<file path="src/rtl/mbox_pkg.sv">
package mbox_pkg;

    // Byte offsets inside the sound-side window; the sound program depends on them.
    localparam logic [7:0] OFS_OUT0 = 8'h00;
    localparam logic [7:0] OFS_OUT1 = 8'h02;
    localparam logic [7:0] OFS_IN0  = 8'h04;
    localparam logic [7:0] OFS_IN1  = 8'h06;
    localparam logic [7:0] OFS_ACK  = 8'h0A;

    // Decoded sound-side access kind.
    typedef enum logic [2:0] {
        ACC_NONE,
        ACC_WR_OUT0,
        ACC_WR_OUT1,
        ACC_RD_IN0,
        ACC_RD_IN1,
        ACC_ACK
    } mbox_acc_e;

endpackage

</file>
<file path="src/rtl/mbox_win_decode.sv">
module mbox_win_decode
    import mbox_pkg::*;
#(
    parameter int unsigned          ADDR_W    = 16,
    parameter logic [ADDR_W-1:0]    WIN_BASE  = 16'h0100,
    parameter int unsigned          WIN_BYTES = 16
) (
    input  logic [ADDR_W-1:0] addr,
    input  logic              wr,
    input  logic              rd,
    output mbox_acc_e         acc
);

    localparam int unsigned OFS_W = $clog2(WIN_BYTES);

    logic       win_hit;
    logic [7:0] ofs_ext;

    always_comb begin
        win_hit = (addr[ADDR_W-1:OFS_W] == WIN_BASE[ADDR_W-1:OFS_W]);
        ofs_ext = {{(8-OFS_W){1'b0}}, addr[OFS_W-1:0]};
    end

    always_comb begin
        acc = ACC_NONE;
        if (win_hit && wr) begin
            unique case (ofs_ext)
                OFS_OUT0: acc = ACC_WR_OUT0;
                OFS_OUT1: acc = ACC_WR_OUT1;
                OFS_ACK:  acc = ACC_ACK;
                default:  acc = ACC_NONE;
            endcase
        end else if (win_hit && rd) begin
            unique case (ofs_ext)
                OFS_IN0: acc = ACC_RD_IN0;
                OFS_IN1: acc = ACC_RD_IN1;
                default: acc = ACC_NONE;
            endcase
        end
    end

endmodule

</file>
<file path="src/rtl/mbox_latch_bank.sv">
module mbox_latch_bank #(
    parameter int unsigned NUM    = 2,
    parameter int unsigned DATA_W = 16
) (
    input  logic                         clk,
    input  logic                         rst_n,
    input  logic [NUM-1:0]               we,
    input  logic [DATA_W/8-1:0]          be,
    input  logic [DATA_W-1:0]            wdata,
    output logic [NUM-1:0][DATA_W-1:0]   q
);

    localparam int unsigned LANES = DATA_W / 8;

    typedef struct packed {
        logic [NUM-1:0][DATA_W-1:0] lat;
    } bank_st_t;

    bank_st_t st_d;
    bank_st_t st_q;

    logic [NUM-1:0][DATA_W-1:0] merged_d;

    // Per-register lane merge: enabled lanes take new data, others hold.
    for (genvar i = 0; i < NUM; i++) begin : g_reg
        for (genvar b = 0; b < LANES; b++) begin : g_lane
            assign merged_d[i][b*8 +: 8] = be[b] ? wdata[b*8 +: 8]
                                                 : st_q.lat[i][b*8 +: 8];
        end
    end

    always_comb begin
        st_d = st_q;
        for (int i = 0; i < NUM; i++) begin
            if (we[i]) begin
                st_d.lat[i] = merged_d[i];
            end
        end
    end

    always_ff @(posedge clk or negedge rst_n) begin
        if (!rst_n) begin
            st_q <= '0;
        end else begin
            st_q <= st_d;
        end
    end

    assign q = st_q.lat;

endmodule

</file>
<file path="src/rtl/mbox_irq_ctl.sv">
module mbox_irq_ctl (
    input  logic clk,
    input  logic rst_n,
    input  logic set_req,
    input  logic clr_req,
    output logic irq
);

    typedef struct packed {
        logic pend;
    } irq_st_t;

    irq_st_t st_d;
    irq_st_t st_q;

    // Set has priority over clear.
    always_comb begin
        st_d = st_q;
        if (set_req) begin
            st_d.pend = 1'b1;
        end else if (clr_req) begin
            st_d.pend = 1'b0;
        end
    end

    always_ff @(posedge clk or negedge rst_n) begin
        if (!rst_n) begin
            st_q <= '0;
        end else begin
            st_q <= st_d;
        end
    end

    assign irq = st_q.pend;

endmodule

</file>
<file path="src/rtl/cpu_mailbox.sv">
module cpu_mailbox
    import mbox_pkg::*;
#(
    parameter int unsigned       ADDR_W    = 16,
    parameter int unsigned       DATA_W    = 16,
    parameter logic [ADDR_W-1:0] WIN_BASE  = 16'h0100,
    parameter int unsigned       WIN_BYTES = 16
) (
    input  logic                  clk,
    input  logic                  rst_n,
    input  logic [ADDR_W-1:0]     snd_addr,
    input  logic                  snd_wr,
    input  logic                  snd_rd,
    input  logic [DATA_W/8-1:0]   snd_be,
    input  logic [DATA_W-1:0]     snd_wdata,
    output logic [DATA_W-1:0]     snd_rdata,
    input  logic                  main_wr,
    input  logic                  main_sel,
    input  logic [DATA_W/8-1:0]   main_be,
    input  logic [DATA_W-1:0]     main_wdata,
    input  logic                  main_rd_sel,
    output logic [DATA_W-1:0]     main_rdata,
    output logic                  irq_lvl5
);

    localparam int unsigned NUM_REG = 2;

    mbox_acc_e                      acc;
    logic [NUM_REG-1:0]             out_we;
    logic [NUM_REG-1:0]             in_we;
    logic [NUM_REG-1:0][DATA_W-1:0] out_q;
    logic [NUM_REG-1:0][DATA_W-1:0] in_q;
    logic                           ack_hit;

    mbox_win_decode #(
        .ADDR_W    (ADDR_W),
        .WIN_BASE  (WIN_BASE),
        .WIN_BYTES (WIN_BYTES)
    ) u_decode (
        .addr (snd_addr),
        .wr   (snd_wr),
        .rd   (snd_rd),
        .acc  (acc)
    );

    always_comb begin
        out_we  = {acc == ACC_WR_OUT1, acc == ACC_WR_OUT0};
        in_we   = main_wr ? (main_sel ? 2'b10 : 2'b01) : 2'b00;
        ack_hit = (acc == ACC_ACK);
    end

    // Sound CPU -> main CPU registers.
    mbox_latch_bank #(
        .NUM    (NUM_REG),
        .DATA_W (DATA_W)
    ) u_out_bank (
        .clk   (clk),
        .rst_n (rst_n),
        .we    (out_we),
        .be    (snd_be),
        .wdata (snd_wdata),
        .q     (out_q)
    );

    // Main CPU -> sound CPU registers.
    mbox_latch_bank #(
        .NUM    (NUM_REG),
        .DATA_W (DATA_W)
    ) u_in_bank (
        .clk   (clk),
        .rst_n (rst_n),
        .we    (in_we),
        .be    (main_be),
        .wdata (main_wdata),
        .q     (in_q)
    );

    mbox_irq_ctl u_irq (
        .clk     (clk),
        .rst_n   (rst_n),
        .set_req (main_wr),
        .clr_req (ack_hit),
        .irq     (irq_lvl5)
    );

    always_comb begin
        unique case (acc)
            ACC_RD_IN0: snd_rdata = in_q[0];
            ACC_RD_IN1: snd_rdata = in_q[1];
            default:    snd_rdata = '0;
        endcase
    end

    assign main_rdata = out_q[main_rd_sel];

endmodule

</file>
<file path="config.mk">
export PLATFORM = sky130hd
export DESIGN_NAME = cpu_mailbox
export DESIGN_NICKNAME = d
export VERILOG_FILES = /design/src/rtl/mbox_pkg.sv /design/src/rtl/mbox_win_decode.sv /design/src/rtl/mbox_latch_bank.sv /design/src/rtl/mbox_irq_ctl.sv /design/src/rtl/cpu_mailbox.sv
export SDC_FILE = /design/constraint.sdc
export NUM_CORES = 1
export LEC_CHECK = 0
export ABC_AREA = 1
export ABC_CLOCK_PERIOD_IN_PS = 1200
export BUFFER_PORTS_ARGS = -buffer_cell sky130_fd_sc_hd__buf_2
export CORE_MARGIN = 4
export CORE_UTILIZATION = 54
export CTS_BUF_LIST = sky130_fd_sc_hd__clkbuf_2
export CTS_CLUSTER_SIZE = 30
export DETAILED_ROUTE_END_ITERATION = 10
export PLACE_DENSITY = 0.82
export SLEW_MARGIN = 40
export SYNTH_ARGS = -nofsm -noshare
export SYNTH_HDL_FRONTEND = slang
export SYNTH_SLANG_ARGS = --single-unit
export TNS_END_PERCENT = 1
</file>
<file path="constraint.sdc">
create_clock -name clk -period 1.2 [get_ports clk]
set_input_delay 0.06 -clock clk [delete_from_list [all_inputs] [get_ports clk]]
set_output_delay 0.06 -clock clk [all_outputs]
set_load 0.02 [all_outputs]
</file>
==> results.cfg, run 1 <==
[logic_synthesis]
ys_ff_latch = 65
synth_cells = 383
ys_seq_area_share_pct = 49.3
synth-compound-area-share_pct = 8.57
synth_xor_area_share_pct = 0
syn_nets = 442
netlist_area_um2 = 3300
synth_top_family_by_area = simple AND/OR/NAND/NOR gates
synth_mux_area_share_pct = 5.46
avgSynthCellArea_um2 = 8.61
synth_simple_gate_area_share_pct = 27.2
synthAdderAreaFrac_pct = 0
synth_cell_types = 23
yosys_warnings = 0

[global_route]
antenna_found_initial = 0
grt_pass1_vias = 3194
grt_pass1_wl_um = 14500
track_usage_pct = 24.9
grt_max_degree = 66
overflow = 0

[worst_setup_path]
crit_arrival_ns = 1.34
cp_top_family = flip-flops
cp_cell_sequence = mux2_4 -> buf_6
cp.buffers_inverters = 1
critPathLaunchType = flop
reg2regPathDepth = 3
end_kind = output pin
cp_max_fo = 2
slowest_delay_ns = 0.43
crit_type = reg2out
worst-path-stages = 2
critPathRequiredTime_ns = 1.14
crit_path_top_delay_cell = dfrtp_1

[die]
die_w_um = 86.2
core_area_um2 = 5920
initial_utilization_pct = 55.7
dieArea_um2 = 7420
num_rows = 28
die_y_um = 86.2
pin_count = 92

[timing]
hold_viol = 0
finalCriticalPeriod_ns = 1.40
clock.fmax_mhz = 716
holdWs_ns = 0.0649
skew_ns = 0
fin_crit_sh_pct = 116
worst_pin_slew_ns = 0.463
final_max_slew_viol_count = 0
finalSetupViolCount = 32
rsz0062_at_grt = true
slew_headroom_pct = 69.2
fin_ws_ns = -0.197

[power]
vdd_drop_max_uv = 762
power.leakage_uw = 0.00252
power_density_nw_per_um2 = 877

[cts]
cts_max_level = 3
cts_root_buf = clkbuf_2
clk-insertion-delay-late_ns = 0.46
clkSlewWorstSetupHoldPaths_ns = 0.20
numCtsBuffers = 9
cts_buffer_depth = 2
cts_tree = yes
clkSinkCount = 65

[drt]
route.vias.total = 3231
routed_wl_um = 8920
drc = 0
drt-vias-per-instance = 5.23
drtIter0Drc = 187
drtPass1Iterations = 4
postRouteAntennaNets = 0
avgRoutedWirePerCell_um = 14.4

[final_layout]
multiInputGateArea_um2 = 1410
nets = 598
ff_latch_area_um2 = 1630
fillers = 397
antenna_cells = 0
fin_util_pct = 79.0
drive_gt1_share_pct = 33.7
areaGrowthSynthToFinish_pct = 41.7

[outcome]
status = finished with violations
violations = negative setup slack

[placement]
pre_cts_ws_ns = -0.203
dp_hpwl_um = 5600
globalplace.congestion = 0.795
port_buffers = 91

[hold_path]
whs_path_depth = 5
min_path_type = in2reg

[flow_run]
cap_violations = 0
[power by group]
group | switching [uW] | internal [uW] | total (uW)
Clock | 763 | 251 | 1010
Sequential | 94.9 | 2360 | 2460
Combinational | 339 | 290 | 629
[sequential cells by signal (all words and copies together), names as in the netlist]
register and cells:
u_in_bank.q 32, u_out_bank.q 32, u_irq.irq 1
[routing by layer]
metal	vias up	wire length (um)	GRT usage, %
met4	0	276	11.4
li1	1555	-	-
met1	1518	3590	31.7
met5	-	0	0
met2	129	4530	41.1
met3	29	520	4.61
[Yosys cell counts, drive strengths merged]
cell    instances  share of area [%]
buf            10                2.7
nor3            2               0.80
clkbuf          8                1.2
dfrtp          65                 49
nand2         108                 12
mux2           16                5.5
nand4          21                5.3
inv            49                5.6
nor2           16                2.6
o21ai          49                8.6
nand3          39                6.1
[per-stage QoR]
| stage | instances | area (um2) | setup TNS, ns | power (uW) |
|---|---|---|---|---|
| floorplan | 383 | 3300 | 0 | 2740 |
| global placement | 554 | 3940 | -4.04 | 2970 |
| detailed placement | 554 | 3940 | -7.39 | 3000 |
| CTS | 614 | 4570 | -4.73 | 4090 |
| global route | 618 | 4670 | -7.30 | 4320 |
| finish | 618 | 4670 | -4.82 | 4100 |
[placed cells by master, fill, tap and decap left out, drive strengths merged]
cell and n:
clkinv 5, mux2 16, clkbuf 10, nor2 16
nand2 108, nand3 39, o21ai 49, inv 49
nand4 21, nor3 2, dlygate4sd3 40, buf 123
dfrtp 65
[final cells by class]
class / instances / share of cell area, %
inverter: 49 / 3.93
sequential: 65 / 34.8
clock inverter: 5 / 0.509
multi-input combinational: 251 / 30.2
timing repair buffer: 163 / 27.4
tap: 75 / 2.01
clock buffer: 10 / 1.07
[tightest hold or removal path: cells and delay by family]
kind	cells	cell delay [ns]
buffers and inverters	1	0.14
and+or+nand+nor	4	0.32
[worst paths after layout]
kind                             startpoint                to  slack [ns]
max                        u_out_bank.q[14]    main_rdata[14]       -0.20
max reg2reg                u_out_bank.q[14]  u_out_bank.q[14]        0.43
min                             snd_addr[3]  u_out_bank.q[24]        0.06
max in group asynchronous             rst_n         u_irq.irq        0.80
min reg2reg                u_out_bank.q[27]  u_out_bank.q[27]        0.49
min in group asynchronous             rst_n  u_out_bank.q[28]        0.08
[cell families (layout without fill, tap and decap cells)]
| logic type | count (synthesis) | after routing |
|---|---|---|
| DFF | 65 | 65 |
| AOI/OAI and AO/OA | 49 | 49 |
| muxes | 16 | 16 |
| and+or+nand+nor | 186 | 186 |
| buffers and inverters | 67 | 227 |
[repair_timing]
item / CTS / global route
setup buffers: 5 / 4
cloned: 0 / 0
hold buffers: 40 / 0
endpoints found under the hold margin: 130 / 0
gates resized for setup: 37 / 27
pin swaps: 4 / 3
endpoints found under the setup margin: 32 / 32
Power figures use the tool's default switching activity.
==> run 2: changes to the inputs <==
CORE_UTILIZATION = 52   (was 54)
CTS_BUF_LIST = default   (was sky130_fd_sc_hd__clkbuf_2)
PLACE_DENSITY = 0.8   (was 0.82)
==> run 2 against run 1 <==
  * The flow still finishes with violations (negative setup slack)
  * Cell area grew 3.0%
  * Die area grew 3.5%
  * Sequential cell count is the same
  * Clock power grew 61%
  * Highest routed layer unchanged
==> results.cfg, run 2 (synthesis results as in run 1) <==
[global_route]
grt_max_degree = 66
grt_pass1_vias = 3211
antenna_found_initial = 0
track_usage_pct = 25.3
overflow = 0
grt_pass1_wl_um = 15000

[worst_setup_path]
cp_max_fo = 7
rrSetupSlack_ns = 0.45
endpoint = snd_rdata[6]
crit_type = in2out
crit_path_start = snd_addr[9]
crit_path_top_delay_cell = buf_12
reg2regPathDepth = 2
critPathRequiredTime_ns = 1.14
cp_cell_sequence = buf_2 -> inv_1 -> nand2_1 -> nor2_1 -> nand2_2 -> nor2_4 -> nand3_4 -> buf_12 -> o21ai_4 -> buf_6
slowest_delay_ns = 0.18
rr_endpoint = u_in_bank.q[6]
r2r_start = u_in_bank.q[6]
end_kind = output pin
critPathLaunchType = input port
crit_arrival_ns = 1.24

[timing]
finalCriticalPeriod_ns = 1.30
clock.fmax_mhz = 769
finalSetupViolCount = 22
holdWs_ns = 0.00817
setup_tns_ns = -1.01
final_max_slew_viol_count = 0
slew_headroom_pct = 63.8
worst_pin_slew_ns = 0.541
skew_ns = 0
hold_viol = 0
fin_crit_sh_pct = 108
rsz0062_at_grt = true
fin_ws_ns = -0.0999

[cts]
numCtsBuffers = 9
cts_buffer_depth = 2
clk-insertion-delay-late_ns = 0.34
clkSinkCount = 65
cts_root_buf = clkbuf_8
cts_max_level = 3
cts_tree = yes
clkSlewWorstSetupHoldPaths_ns = 0.06

[die]
dieArea_um2 = 7680
die_y_um = 87.6
num_rows = 28
die_w_um = 87.6
core_area_um2 = 6030
pin_count = 92
initial_utilization_pct = 54.7

[final_layout]
fin_area_um2 = 4820
fillers = 400
nets = 591
final_cell_mix = nand2_1, buf_2, dfrtp_1
areaGrowthSynthToFinish_pct = 46.0
antenna_cells = 0
drive_gt1_share_pct = 35.5
final_common_cell = nand2_1

[power]
intPower_uw = 3500
p_seq_share_pct = 51.7
swShare_pct = 26.3
power.leakage_uw = 0.00254
vdd_drop_max_uv = 881
combinationalPowerShare_pct = 14.1
p_clk_share_pct = 34.2
power_density_nw_per_um2 = 987
total_power_uw = 4750
netSwitchingPower_uw = 1250

[drt]
drc = 0
drt-vias-per-instance = 5.28
drtPass1Iterations = 4
drtIter0Drc = 223
avgRoutedWirePerCell_um = 15.7
route.vias.total = 3219
postRouteAntennaNets = 0
routed_wl_um = 9600

[placement]
globalplace.congestion = 0.781
placed_cell_area_um2 = 3970
port_buffers = 91
pre_cts_ws_ns = -0.209
dp_hpwl_um = 5580

[hold_path]
min_path_type = in2reg

[outcome]
violations = negative setup slack
status = finished with violations

[flow_run]
cap_violations = 0
-- run 2: changes by cell type in the layout (fill, tap and decap cells not counted), moves of 4 or more --
cell           change
inv_1              -4
clkbuf_8          +11
dlygate4sd3_1      -8
o21ai_4            +5
buf_6              +5
clkbuf_2          -10
clkinv_2           -4
buf_4              -4
-- run 2: final cells by class --
class	count	area, um2	share of cell area [%]
Inverter	49	189	3.92
Multi-Input combinational cell	251	1480	30.6
Clock buffer	14	163	3.38
Tap cell	75	93.8	1.95
Timing Repair Buffer	156	1270	26.3
Sequential cell	65	1630	33.8
-- run 2: power groups by stage --
| stage | clock network (uW) | logic [uW] | registers, uW |
|---|---|---|---|
| final | 1630 | 669 | 2460 |
| after global routing | 1760 | 747 | 2480 |
| after CTS | 1640 | 629 | 2450 |
| after detailed placement | 0 | 519 | 2490 |
| after global placement | 0 | 498 | 2480 |
| after floorplan | 0 | 273 | 2470 |
-- run 2: through the flow --
stage | utilization, % | cells
4_1_cts | 77.3 | 610
6_report | 79.9 | 610
3_3_place_gp | 65.9 | 558
3_5_place_dp | 65.9 | 558
5_1_grt | 79.9 | 610
2_1_floorplan | - | 383
-- run 2: worst min path at each step --
stage,cells past startpoint,start,end,slack [ns]
2_1_floorplan,0,rst_n,u_in_bank.q[0],-0.24
3_3_place_gp,2,rst_n,u_in_bank.q[13],0.1
3_5_place_dp,2,rst_n,u_in_bank.q[27],0.10
4_1_cts,3,main_wdata[11],u_in_bank.q[27],0.005
5_1_grt,3,main_wdata[14],u_in_bank.q[14],0.009
6_report,3,main_wdata[14],u_in_bank.q[30],0.008
-- run 2: worst max-delay path, delay by kind of cell --
family	cells	cell delay (ns)
buffers and inverters	4	0.47
AOI/OAI and AO/OA	1	0.17
and+or+nand+nor	5	0.54
-- run 2: layer usage --
metal	wire [um]	vias to the layer above	GRT usage [%]
li1	-	1540	-
met1	3750	1539	31.7
met2	4990	117	42.1
met3	555	23	6.40
met4	300	0	10.0
met5	0	-	0
-- run 2: timing repair --
item	in CTS	in global routing
pin swaps	3	9
hold buffers	32	0
resized for setup	54	39
endpoints found under the hold margin	121	0
endpoints found under the setup margin	29	58
setup buffers	6	0
==> run 3: changes to the inputs <==
CORE_UTILIZATION = 25   (was 52)
PLACE_DENSITY = default   (was 0.8)
==> run 3 against run 2 <==
  * Power up 15%
  * The run still ends with negative setup slack left
  * Largest power group unchanged
  * Cell area is 0.83% higher
  * Worst setup slack got worse by 0.055 ns
  * Via count shrank 5.5%
  * Clock skew did not move
  * Sequential power about the same
  * Count of clock-buffer cells in the layout fell by 1
  * Hold slack improved by 0.0012 ns
==> results.cfg, run 3 (synthesis results as in run 1) <==
[final_layout]
final_cell_mix = nand2_1, dfrtp_1, buf_2
final_common_cell = nand2_1
nets = 578
fin_util_pct = 38.0
fillers = 1309
drive_gt1_share_pct = 37.0
areaGrowthSynthToFinish_pct = 47.2

[timing]
setup_tns_ns = -1.74
rsz0062_at_grt = true
finalSetupViolCount = 16
clock.fmax_mhz = 738
worst_pin_slew_ns = 0.523
slew_headroom_pct = 65.0
final_max_slew_viol_count = 0
skew_ns = 0
hold_viol = 0
fin_ws_ns = -0.155
finalCriticalPeriod_ns = 1.35
fin_crit_sh_pct = 113

[outcome]
violations = negative setup slack
status = finished with violations

[die]
initial_utilization_pct = 25.8
die_y_um = 123
die_w_um = 123
dieArea_um2 = 15100
core_area_um2 = 12800
pin_count = 92
num_rows = 41

[placement]
globalplace.congestion = 0.743
dp_hpwl_um = 6750
port_buffers = 91

[cts]
cts_max_level = 3
clk-insertion-delay-late_ns = 0.32
cts_buffer_depth = 2
cts_root_buf = clkbuf_16
numCtsBuffers = 9
clkSinkCount = 65
clkSlewWorstSetupHoldPaths_ns = 0.05
cts_tree = yes

[power]
total_power_uw = 5460
power.leakage_uw = 0.00253
vdd_drop_max_uv = 577
power_density_nw_per_um2 = 1120

[drt]
route.vias.total = 3043
drc = 0
avgRoutedWirePerCell_um = 13.4
drtIter0Drc = 137
postRouteAntennaNets = 0
routed_wl_um = 9370
drt-vias-per-instance = 4.37
drtPass1Iterations = 4

[worst_setup_path]
cp.buffers_inverters = 4
r2r_start = u_in_bank.q[29]
reg2regPathDepth = 2
critPathLaunchType = input port
slowest_delay_ns = 0.21
cp_max_fo = 7
crit_type = in2out
rrSetupSlack_ns = 0.50
cp_cell_sequence = buf_2 -> inv_1 -> nand2_1 -> nor2_2 -> nand2_2 -> nor2_4 -> nand3_4 -> clkbuf_16 -> o21ai_4 -> buf_6
crit_path_top_delay_cell = clkbuf_16
cp_top_family = simple AND/OR/NAND/NOR gates
end_kind = output pin
critPathRequiredTime_ns = 1.14
crit_arrival_ns = 1.29
rr_endpoint = u_in_bank.q[29]
crit_path_start = snd_addr[9]

[global_route]
track_usage_pct = 12.7
grt_pass1_vias = 3066
grt_pass1_wl_um = 14800
antenna_found_initial = 2
overflow = 0
grt_max_degree = 66

[flow_run]
cap_violations = 0

[hold_path]
hp-start = snd_wdata[11]
whs_path_depth = 3
holdPathEnd = u_out_bank.q[11]
min_path_type = in2reg
==> run 3: layer usage <==
metal | track usage (%) | routed length, um | share of wire (%)
met1 | 16.0 | 4180 | 45
met2 | 20.6 | 4510 | 48
met3 | 3.64 | 529 | 5.6
met4 | 4.62 | 135 | 1.4
met5 | 0 | 13 | 0.14
==> run 3: how the worst max path moves through the flow <==
stage	endpoint	slack, ns	depth (start not counted)
6_report	snd_rdata[3]	-0.15	10
5_1_grt	snd_rdata[3]	-0.26	10
4_1_cts	snd_rdata[14]	-0.14	11
3_5_place_dp	snd_rdata[14]	-0.24	10
3_3_place_gp	u_out_bank.q[2]	-0.21	11
2_1_floorplan	snd_rdata[10]	0.06	7
==> run 3: timing repair <==
item | CTS | global route
setup endpoints to repair | 23 | 38
gates cloned | 0 | 1
hold buffers | 18 | 0
buffers inserted | 0 | 2
endpoints found under the hold margin | 96 | 0
pin swaps | 0 | 8
gates resized for setup | 9 | 66
==> run 3: through the flow <==
stage               cells  hold slack, ns  setup slack, ns  instance area, um2
global placement      659          0.0975           -0.206                4120
CTS                   693        0.000744           -0.144                4600
floorplan             383          -0.236           0.0616                3300
finish                697         0.00935           -0.155                4860
global route          697         0.00393           -0.262                4860
detailed placement    659           0.107           -0.237                4120
==> run 3: final cells by class <==
| type | instances | area [um2] | share of cell area (%) |
|---|---|---|---|
| clock inverters | 3 | 15.0 | 0.309 |
| clock buffers | 13 | 260 | 5.36 |
| multi-input cells | 251 | 1440 | 29.6 |
| well taps | 172 | 215 | 4.43 |
| repair buffers | 143 | 1120 | 23.0 |
| inverters | 49 | 184 | 3.79 |
| diodes | 1 | 2.50 | 0.0515 |
| flip-flops and latches | 65 | 1630 | 33.5 |
==> run 3: report_power, final <==
group | leakage [uW] | internal [uW] | total [uW] | switching [uW]
clock | 0.000139 | 1500 | 2390 | 896
combinational | 0.00154 | 266 | 600 | 333
sequential | 0.000855 | 2370 | 2460 | 94.5
==> run 3: worst reg2reg max path, stage by stage, from the launching register on <==
cell and delay (ns):
dfrtp_1 0.39, nand2_1 0.07, o21ai_0 0.10
